File: src/rtl/clkbuf_cfg_slave.sv
module clkbuf_cfg_slave #(
  parameter int                NREG     = 6,
  parameter logic [6:0]        DEV_ADDR = 7'h6E,
  parameter logic [NREG*8-1:0] DFLT     = 48'h5AC30FFFE781
) (
  input  logic              clk,
  input  logic              rst_n,
  input  logic              scl_in,
  input  logic              sda_in,
  output logic              sda_pull,
  output logic [NREG*8-1:0] cfg_q
);

  localparam int         PW       = 7;
  localparam logic [7:0] CNT_BYTE = 8'(NREG);

  typedef enum logic [2:0] {S_IDLE, S_ADDR, S_CMD, S_CNT, S_WR, S_RD} st_t;

  st_t           st;
  logic [1:0]    scl_sy, sda_sy;
  logic          scl_d, sda_d;
  logic [3:0]    bitcnt;
  logic [7:0]    sreg, txb, rd_val, nxt_tx;
  logic [PW-1:0] ptr;
  logic          ack_ph, mack, blk, send_cnt;

  wire scl_s    = scl_sy[1];
  wire sda_s    = sda_sy[1];
  wire scl_rise = scl_s & ~scl_d;
  wire scl_fall = ~scl_s & scl_d;
  wire start_c  = scl_s & scl_d & sda_d & ~sda_s;
  wire stop_c   = scl_s & scl_d & ~sda_d & sda_s;
  wire byte_end = scl_fall & ~ack_ph & (bitcnt == 4'd8);
  wire wr_en    = ~start_c & ~stop_c & byte_end & (st == S_WR);

  assign nxt_tx = send_cnt ? CNT_BYTE : rd_val;

  always_ff @(posedge clk or negedge rst_n) begin
    if (!rst_n) begin
      scl_sy <= 2'b11;
      sda_sy <= 2'b11;
      scl_d  <= 1'b1;
      sda_d  <= 1'b1;
    end else begin
      scl_sy <= {scl_sy[0], scl_in};
      sda_sy <= {sda_sy[0], sda_in};
      scl_d  <= scl_s;
      sda_d  <= sda_s;
    end
  end

  for (genvar g = 0; g < NREG; g++) begin : g_reg
    always_ff @(posedge clk or negedge rst_n) begin
      if (!rst_n)
        cfg_q[8*g+:8] <= DFLT[8*g+:8];
      else if (wr_en && ptr == PW'(g))
        cfg_q[8*g+:8] <= sreg;
    end
  end

  always_comb begin
    rd_val = 8'h00;
    for (int i = 0; i < NREG; i++)
      if (ptr == PW'(i)) rd_val = cfg_q[8*i+:8];
  end

  always_ff @(posedge clk or negedge rst_n) begin
    if (!rst_n) begin
      st       <= S_IDLE;
      bitcnt   <= '0;
      sreg     <= '0;
      txb      <= '0;
      ptr      <= '0;
      ack_ph   <= 1'b0;
      mack     <= 1'b0;
      blk      <= 1'b0;
      send_cnt <= 1'b0;
      sda_pull <= 1'b0;
    end else if (start_c) begin
      st       <= S_ADDR;
      bitcnt   <= '0;
      ack_ph   <= 1'b0;
      sda_pull <= 1'b0;
    end else if (stop_c) begin
      st       <= S_IDLE;
      bitcnt   <= '0;
      ack_ph   <= 1'b0;
      sda_pull <= 1'b0;
    end else if (st != S_IDLE) begin
      if (scl_rise) begin
        if (!ack_ph) begin
          bitcnt <= bitcnt + 4'd1;
          if (st != S_RD) sreg <= {sreg[6:0], sda_s};
        end else if (st == S_RD) begin
          mack <= ~sda_s;
        end
      end
      if (scl_fall) begin
        if (ack_ph) begin
          ack_ph   <= 1'b0;
          bitcnt   <= '0;
          sda_pull <= 1'b0;
          if (st == S_RD) begin
            if (mack) begin
              txb      <= nxt_tx;
              sda_pull <= ~nxt_tx[7];
              if (send_cnt) send_cnt <= 1'b0;
              else          ptr      <= ptr + 7'd1;
            end else begin
              st <= S_IDLE;
            end
          end
        end else if (bitcnt == 4'd8) begin
          ack_ph <= 1'b1;
          if (st == S_RD) begin
            sda_pull <= 1'b0;
            mack     <= 1'b0;
          end else begin
            case (st)
              S_ADDR: begin
                if (sreg[7:1] == DEV_ADDR) begin
                  sda_pull <= 1'b1;
                  if (sreg[0]) begin
                    st       <= S_RD;
                    mack     <= 1'b1;
                    send_cnt <= blk;
                  end else begin
                    st <= S_CMD;
                  end
                end else begin
                  st <= S_IDLE;
                end
              end
              S_CMD: begin
                sda_pull <= 1'b1;
                blk      <= ~sreg[7];
                ptr      <= sreg[7] ? sreg[6:0] : '0;
                st       <= sreg[7] ? S_WR : S_CNT;
              end
              S_CNT: begin
                sda_pull <= 1'b1;
                st       <= S_WR;
              end
              S_WR: begin
                sda_pull <= 1'b1;
                ptr      <= ptr + 7'd1;
              end
              default: ;
            endcase
          end
        end else if (st == S_RD) begin
          sda_pull <= ~txb[3'd7 - bitcnt[2:0]];
        end
      end
    end
  end

endmodule

File: config.mk
export PLATFORM = sky130hd
export DESIGN_NAME = clkbuf_cfg_slave
export DESIGN_NICKNAME = d
export VERILOG_FILES = /design/src/rtl/clkbuf_cfg_slave.sv
export SDC_FILE = /design/constraint.sdc
export NUM_CORES = 1
export LEC_CHECK = 0
export BUFFER_PORTS_ARGS = -buffer_cell sky130_fd_sc_hd__buf_4
export CAP_MARGIN = 20
export CORE_MARGIN = 2
export CORE_UTILIZATION = 39
export CTS_CLUSTER_DIAMETER = 50
export DETAILED_ROUTE_END_ITERATION = 10
export GPL_TIMING_DRIVEN = 0
export PLACE_DENSITY = 0.57
export SLEW_MARGIN = 10
export SYNTH_ARGS = -nofsm -noshare
export SYNTH_HDL_FRONTEND = slang
export SYNTH_SLANG_ARGS = --single-unit
File: constraint.sdc
create_clock -name clk -period 2.8 [get_ports clk]
set_input_delay 0.84 -clock clk [delete_from_list [all_inputs] [get_ports clk]]
set_output_delay 0.84 -clock clk [all_outputs]
set_load 0.01 [all_outputs]
Word level (Yosys, flattened, before mapping)
Cells that the tools add are included. Widths: inputs -> output; s select.

Register bits after elaboration: 89. Input port bits: 4. Output and inout port bits: 49.

Add/sub/neg operators: 3. $lt $le $gt $ge: 1. Equal/unequal tests: 21. Muxes and demuxes: 73. Bitwise operators: 23. Reductions and logical operators: 29.

Operator list (count): $mux 8 (7); $mux 7 (7); $mux 1 (36); $mux 3 (12); $mux 4 (7); $eq 7x2->1 const B (2); $eq 7x3->1 const B (2); $pmux 7 s2 (1); $reduce_and 7->1 (2); $and 1x1->1 (12); $reduce_bool 3->1 (4); $reduce_bool 6->1 (2); $not 1->1 (11); $reduce_and 11->1 (1); $reduce_and 10->1 (1); $pmux 3 s3 (1); $reduce_and 8->1 (1); $reduce_bool 2->1 (4); $add 7x1->7 const B (1); $eq 7x1->1 const B (1); $eq 7x7->1 const B (1); $logic_not 7->1 (1); $eq 3x2->1 const B (2); $eq 3x3->1 const B (2); other kinds (22) (29).

Longest topological paths before layout
Gate-level depths: netlist (run 1).

Word-level depth: 16. Mapped depth: 9. Gate-level depth less buffers: 7.

Worst setup path before layout (run 1)
OpenSTA, ideal clock, no wires.

Path type: register -> register. From: register bitcnt[0]. To: register send_cnt. Arrival time: 2.027 ns. Path slack: 0.653 ns. Cell stages (with the launch flop): 8. Buffers on the path: 0. Clock period less this slack: 2.147 ns. Cell sequence: dfrtp_1 > inv_1 > ha_1 > and3b_1 > nand3_1 > a2111oi_0 > mux2_2 > a31o_2.

Longest elaborated chain between the ends: 3.

RTL lines: from (decl) (RTL line 22) `logic [3:0] bitcnt;`; from (signal assigned) (RTL line 92) `bitcnt <= bitcnt + 4'd1;`; $eq 4x4->1 (RTL line 113) `end else if (bitcnt == 4'd8) begin`; $reduce_bool 2->1 (no line); $reduce_and 11->1 (no line); to (signal assigned) (RTL line 126) `send_cnt <= blk;`; to (decl) (RTL line 25) `logic ack_ph, mack, blk, send_cnt;`.

No other way between the ends. A chain may end at the register's enable or synchronous reset.

Worst setup path in the final report (run 1)
From: register ptr[1]. To: register txb[1].

Longest elaborated chain between the ends: 8. Elaborated cells on any way between the ends: 13. Classes of those cells: 5 x eq/ne; 7 x mux; 1 x reduce/logical.

RTL lines: from (decl) (RTL line 24) `logic [PW-1:0] ptr;`; from (signal assigned) (RTL line 108) `else ptr <= ptr + 7'd1;`; from (signal assigned) (RTL line 137) `ptr <= sreg[7] ? sreg[6:0] : '0;`; from (signal assigned) (RTL line 146) `ptr <= ptr + 7'd1;`; $logic_not 7->1 (RTL line 64) `if (ptr == PW'(i)) rd_val = cfg_q[8*i+:8];`; $mux 8 (5 in a row) (RTL line 64); $mux 8 (*) (RTL line 64); $mux 8 (*) (RTL line 36) `assign nxt_tx = send_cnt ? CNT_BYTE : rd_val;`; to (signal assigned) (RTL line 105) `txb <= nxt_tx;`; to (decl) (RTL line 23) `logic [7:0] sreg, txb, rd_val, nxt_tx;`.

Mark *: on every way between the ends. The rest lies on a longest branch, timed or not.

==> metrics.csv, run 1 <==
metric;value;unit
routability congestion estimate from global placement;0.885;
Synth Register Bits;89;
buffer type at the clock tree root;sky130_fd_sc_hd__clkbuf_16;
critical path arrival;2740;ps
total number of placement rows;39;
share of the synthesized area in compound gates (AO/OA/AOI/OAI);0.148;
routed len/inst;18.5;microns
share of cell area taken by muxes after synthesis;0.157;
share of layout cells above drive strength 1;0.371;
max_slew headroom;0.490;
minimum period implied by the final worst setup slack;2480;ps
post-synthesis xor/xnor area fraction;0.00569;
crit path kind;reg -> reg;
maximum number of pins on one net before global-route repair;90;
clock transition time at the flip-flop clock pins of the worst setup and hold paths;60;ps
max-slew violation count;0;
via count of the first global-routing pass;3508;
dominant register cell in the synthesized netlist;sky130_fd_sc_hd__dfrtp_1;
Setup-failing EPs final;0;
post-CTS resize count;0;
number of unique standard cell types used by synthesis;60;
via count normalized by instance count;5.62;
critical path startpoint category;register;
Static Leak;2.43;nW
Die Footprint;12700;sq um
mean instance size in the synthesized netlist;10.7;sq um
DIE HEIGHT;113;microns
largest voltage drop on the vdd net;370;uV
Setup Skew;5.07;ps
post-route clock period utilization;0.887;
number of nets in the layout;504;
Core Box Area;11500;sq um
area growth from synthesis to layout;19.8;%
worst-margin pin slew;761;ps
area share of fa/ha/maj cells after synthesis;0.0163;
power per cell area;488;nW/um^2
initial core utilization;0.403;
Seq/Total Area, Yosys;0.492;
number of warnings printed during yosys synthesis;0;
total global routing track utilization;0.192;
number of port buffers;52;
CTS tree;yes;
Post-Place Cell Area;5190;sq um
Post-Synth Simple-Gate Area;0.147;
total congestion overflow;0;
number of enable-type register cells in the synthesized netlist;0;
DIE WIDTH;113;microns
synthesized netlist net count;440;
setup slack of the most critical reg-to-reg path;320;ps
Top Ports;53;
required time at the worst-slack endpoint;3060;ps
total instance count after detailed placement;625;
most common cell after layout, fill and taps aside;sky130_fd_sc_hd__mux2_2;
wire length of the first global-routing pass;19.1;mm
Max Fclk;0.402;GHz
number of max-capacitance violations reported;0;
hold buffer count at cts;0;
number of search-and-repair iterations in the first detailed-routing pass;5;
fraction of registers with async set/reset;1.00;
number of buffers added by the clock tree synthesis step;9;
clock latency reported for the late side of the worst-skew pair;340;ps
Gate Count Post-Synth;430;
area of all placed cells without fillers;5530;sq um
number of antenna violations at the first check in global routing;0;
DRC violation count after routing;0;
status;completed;
total length of routed wires;11.9;mm
RSZ-0062 raised after global routing;no;
most used cells in the layout excluding fill and tap cells;sky130_fd_sc_hd__mux2_2 (57), sky130_fd_sc_hd__dfrtp_1 (55), sky130_fd_sc_hd__buf_4 (54);
remaining antenna violation count after routing;0;
antenna diode count;0;
via count;3608;
combinational family with the most area after synthesis;multiplexers;
total half-perimeter wirelength after legalization and detailed placement;8.44;mm
number of levels the H-tree was split into;3;
Post-Route Hold Slack;358;ps
largest buffer count on any clock path;2;
total negative setup slack;0;ps
buffers inserted by post-CTS timing repair;0;
Clock Sinks;89;
crit path max fanout;10;
non-filler instance count after layout;642;
Synth Cell Area;4620;sq um
first-iteration detailed-routing DRC count;293;
Hold Crit Class;reg -> reg;
kind of end point of the critical path;register;
number of failing hold endpoints at the final stage;0;
## worst paths after layout
path / from / endpoint / cells past startpoint
worst max register to register: ptr[1] / txb[1] / 8
max in group asynchronous: rst_n / cfg_q[44] / 2
worst max-delay path: ptr[1] / txb[1] / 8
worst min register to register: sda_sy[0] / sda_sy[1] / 0
min in group asynchronous: rst_n / mack / 1
worst min-delay path: sda_sy[0] / sda_sy[1] / 0
## per-stage QoR
stage | util | power [W] | setup WS (ps)
final | 0.482 | 0.00270 | 315
after global routing | 0.482 | 0.00279 | 117
after CTS | 0.480 | 0.00273 | 302
after detailed placement | 0.452 | 0.00146 | 332
after global placement | 0.452 | 0.00146 | 353
after floorplan | - | 0.00140 | 653
## report_power, final
group | switching (W) | internal (W) | total [W]
logic | 0.0000814 | 0.0000358 | 0.000117
clock network | 0.000498 | 0.000763 | 0.00126
registers | 0.0000158 | 0.00131 | 0.00132
## routing by layer
layer | wire length (microns) | share of wire | up-vias | global-route usage
met1 | 5420 | 0.46 | 1779 | 0.264
met2 | 5750 | 0.48 | 122 | 0.314
met4 | 110 | 0.0092 | 0 | 0.0423
met5 | 0 | 0 | - | 0
met3 | 624 | 0.052 | 12 | 0.0428
li1 | - | - | 1695 | -
## synthesized netlist by cell type, types with 6 or more instances
| cell | instances | area share |
|---|---|---|
| sky130_fd_sc_hd__buf_2 | 7 | 0.0076 |
| sky130_fd_sc_hd__nor2_1 | 19 | 0.015 |
| sky130_fd_sc_hd__o21ai_0 | 32 | 0.035 |
| sky130_fd_sc_hd__clkbuf_1 | 18 | 0.015 |
| sky130_fd_sc_hd__inv_1 | 7 | 0.0057 |
| sky130_fd_sc_hd__dfstp_2 | 34 | 0.19 |
| sky130_fd_sc_hd__nand2b_1 | 12 | 0.016 |
| sky130_fd_sc_hd__a21oi_1 | 24 | 0.026 |
| sky130_fd_sc_hd__nand3_1 | 15 | 0.016 |
| sky130_fd_sc_hd__a221o_1 | 6 | 0.013 |
| sky130_fd_sc_hd__a22oi_1 | 8 | 0.013 |
| sky130_fd_sc_hd__mux2_2 | 57 | 0.14 |
| sky130_fd_sc_hd__nand2_1 | 36 | 0.029 |
| sky130_fd_sc_hd__dfrtp_1 | 55 | 0.30 |
| sky130_fd_sc_hd__nor3_1 | 7 | 0.0076 |
| sky130_fd_sc_hd__nor2b_1 | 6 | 0.0081 |
| sky130_fd_sc_hd__ha_1 | 6 | 0.016 |
## state kept, by name, summed over array words and instances, names as in the netlist, 2 cells and up
register,count
scl_sy,2
st,3
ptr,7
cfg_q,48
sda_sy,2
sreg,8
txb,8
bitcnt,4
## cell type report
class / count / area [sq um]
plain buffers: 29 / 126
clock buffers: 12 / 267
clock inverters: 4 / 50.0
fillers: 1056 / 5940
inverters: 8 / 30.0
multi-input cells: 304 / 2190
flip-flops and latches: 89 / 2270
well taps: 143 / 179
repair buffers: 53 / 418
## cells by family after synthesis
| family | Yosys count |
|---|---|
| AOI/OAI and AO/OA | 103 |
| xor gates and xnor gates | 3 |
| adders and majority gates | 6 |
| buffers and inverters | 37 |
| DFF | 89 |
| muxes | 64 |
| and+or+nand+nor | 128 |
## worst max-delay path, stage by stage, from the launching register on
cell	delay, ps
sky130_fd_sc_hd__dfrtp_1	420
sky130_fd_sc_hd__inv_1	110
sky130_fd_sc_hd__ha_1	150
sky130_fd_sc_hd__clkbuf_1	270
sky130_fd_sc_hd__clkbuf_1	510
sky130_fd_sc_hd__a221oi_1	200
sky130_fd_sc_hd__o31ai_1	420
sky130_fd_sc_hd__a21oi_1	170
sky130_fd_sc_hd__o21ai_0	150
Note: power is estimated with default switching activity, not from simulation.
==> run 2: changes to the inputs <==
--- a/config.mk
+++ b/config.mk
@@ -8,11 +8,12 @@
 export BUFFER_PORTS_ARGS = -buffer_cell sky130_fd_sc_hd__buf_4
 export CAP_MARGIN = 20
 export CORE_MARGIN = 2
-export CORE_UTILIZATION = 39
+export CORE_UTILIZATION = 30
+export CTS_BUF_LIST = sky130_fd_sc_hd__clkbuf_4 sky130_fd_sc_hd__clkbuf_8 sky130_fd_sc_hd__clkbuf_16
 export CTS_CLUSTER_DIAMETER = 50
 export DETAILED_ROUTE_END_ITERATION = 10
 export GPL_TIMING_DRIVEN = 0
-export PLACE_DENSITY = 0.57
+export PLACE_DENSITY = 0.47
 export SLEW_MARGIN = 10
 export SYNTH_ARGS = -nofsm -noshare
 export SYNTH_HDL_FRONTEND = slang
==> metrics.csv, run 2 (same netlist as run 1, synthesis figures left out) <==
metric;value;unit;change
status;completed;;
post-route clock period utilization;0.886;;-0.00162
number of search-and-repair iterations in the first detailed-routing pass;5;;unchanged
total length of routed wires;12.8;mm;+7.3%
CTS tree;yes;;
largest buffer count on any clock path;2;;unchanged
Core Box Area;15100;sq um;+32%
area growth from synthesis to layout;21.3;%;
most used cells in the layout excluding fill and tap cells;sky130_fd_sc_hd__mux2_2 (57), sky130_fd_sc_hd__dfrtp_1 (55), sky130_fd_sc_hd__buf_4 (54);;
power share of the clock group;0.478;;+0.011
antenna diode count;0;;unchanged
worst-margin pin slew;771;ps;+10.0 ps
total negative setup slack;0;ps;unchanged
DIE HEIGHT;128;microns;+14%
kind of end point of the critical path;register;;
critical path startpoint category;register;;
power per cell area;493;nW/um^2;+0.99%
wire length of the first global-routing pass;21.0;mm;+9.5%
max-slew violation count;0;;unchanged
buffer type at the clock tree root;sky130_fd_sc_hd__clkbuf_16;;
number of port buffers;52;;unchanged
Hold Crit Class;reg -> reg;;
power spent charging and discharging nets;0.000638;W;+7.2%
Post-Place Cell Area;5270;sq um;+1.6%
number of levels the H-tree was split into;3;;unchanged
number of max-capacitance violations reported;0;;unchanged
via count;3630;;+0.61%
maximum number of pins on one net before global-route repair;50;;-44%
initial core utilization;0.305;;-0.0978
post-CTS resize count;0;;unchanged
worst r2r path cells;7;;-1
Static Leak;2.44;nW;+0.52%
share of total power consumed by net switching;0.231;;+0.0105
routed len/inst;18.6;microns;+0.29%
most common cell after layout, fill and taps aside;sky130_fd_sc_hd__mux2_2;;
RSZ-0062 raised after global routing;no;;
total number of placement rows;45;;+15%
number of nets in the layout;504;;unchanged
portion of total power attributed to sequential cells;0.479;;-0.011
registers with the most flip-flops;cfg_q (48), sreg (8), txb (8);;
total global routing track utilization;0.168;;-0.0245
routability congestion estimate from global placement;0.813;;-8.2%
largest voltage drop on the vdd net;264;uV;-29%
Int Power;0.00213;W;+0.92%
area of all placed cells without fillers;5600;sq um;+1.3%
remaining antenna violation count after routing;0;;unchanged
critical path arrival;2720;ps;-20 ps
Clock Sinks;89;;unchanged
number of failing hold endpoints at the final stage;0;;unchanged
clock transition time at the flip-flop clock pins of the worst setup and hold paths;70;ps;about the same
required time at the worst-slack endpoint;3040;ps;-20 ps
DIE WIDTH;128;microns;+14%
max_slew headroom;0.481;;-0.00866
Max Fclk;0.403;GHz;+0.18%
crit path max fanout;8;;-2
Setup Skew;8.26;ps;+3.19 ps
overall power of the completed layout;0.00276;W;+2.3%
Die Footprint;16400;sq um;+29%
flip-flop count of the largest register after layout;48;;unchanged
number of instances on the worst hold path;0;;unchanged
hold buffer count at cts;0;;unchanged
via count normalized by instance count;5.28;;-6.0%
via count of the first global-routing pass;3653;;+4.1%
crit path kind;reg -> reg;;
total congestion overflow;0;;unchanged
total half-perimeter wirelength after legalization and detailed placement;9.18;mm;+8.7%
number of antenna violations at the first check in global routing;0;;unchanged
combinational power share;0.043;;about the same
clock latency reported for the late side of the worst-skew pair;350;ps;about the same
first-iteration detailed-routing DRC count;223;;-24%
Setup-failing EPs final;0;;unchanged
register with the most flip-flops;cfg_q;;
minimum period implied by the final worst setup slack;2480;ps;-4.53 ps
number of buffers added by the clock tree synthesis step;9;;unchanged
Top Ports;53;;unchanged
Post-Route Hold Slack;355;ps;-2.80 ps
DRC violation count after routing;0;;unchanged
share of layout cells above drive strength 1;0.371;;unchanged
buffers inserted by post-CTS timing repair;0;;unchanged
## run 2: cell types whose count changed in the layout (fill, tap and decap cells not counted), sizes merged
| cell | delta |
|---|---|
| clkbuf | -1 |
| inv | +2 |
| clkinv | +1 |
| clkinvlp | -2 |
## run 2: power by group through the flow
| stage | clock network (W) | registers [W] | logic, W |
|---|---|---|---|
| 2_1_floorplan | 0 | 0.00134 | 0.0000594 |
| 3_3_place_gp | 0 | 0.00134 | 0.000116 |
| 3_5_place_dp | 0 | 0.00134 | 0.000122 |
| 4_1_cts | 0.00137 | 0.00132 | 0.000123 |
| 5_1_grt | 0.00142 | 0.00132 | 0.000137 |
| 6_report | 0.00132 | 0.00132 | 0.000119 |
## run 2: path summary, 6_finish.rpt
kind,end,start,slack [ps]
max in group asynchronous,cfg_q[14],rst_n,1600
worst min register to register,sda_sy[1],sda_sy[0],360
worst max register to register,send_cnt,bitcnt[0],320
min in group asynchronous,sreg[5],rst_n,490
worst min-delay path,sda_sy[1],sda_sy[0],360
worst max-delay path,send_cnt,bitcnt[0],320
## run 2: layout make-up
type / instances / area [sq um]
Multi-Input combinational cell: 304 / 2190
Inverter: 8 / 30.0
Sequential cell: 89 / 2270
Clock buffer: 11 / 264
Tap cell: 188 / 235
Timing Repair Buffer: 53 / 418
Fill cell: 1528 / 9540
Clock inverter: 5 / 67.6
Buffer: 29 / 126
## run 2: through the flow
step	utilization	cells	worst slack [ps]
2_1_floorplan	-	430	653
3_3_place_gp	0.346	670	347
3_5_place_dp	0.348	671	355
4_1_cts	0.370	687	341
5_1_grt	0.370	687	55.8
6_report	0.370	687	320
## run 2: critical path: stages, from the launching register on
cell and delay, ps:
sky130_fd_sc_hd__dfrtp_1 480, sky130_fd_sc_hd__inv_1 100, sky130_fd_sc_hd__ha_1 160, sky130_fd_sc_hd__and3b_1 290, sky130_fd_sc_hd__nand3_1 180, sky130_fd_sc_hd__a2111oi_0 570
sky130_fd_sc_hd__mux2_2 390, sky130_fd_sc_hd__a31o_2 200
## run 2: per-layer routing
layer / global-route usage / wire [microns]
met5: 0 / 0
met4: 0.0349 / 114
met3: 0.0472 / 527
met2: 0.264 / 5930
met1: 0.232 / 6200
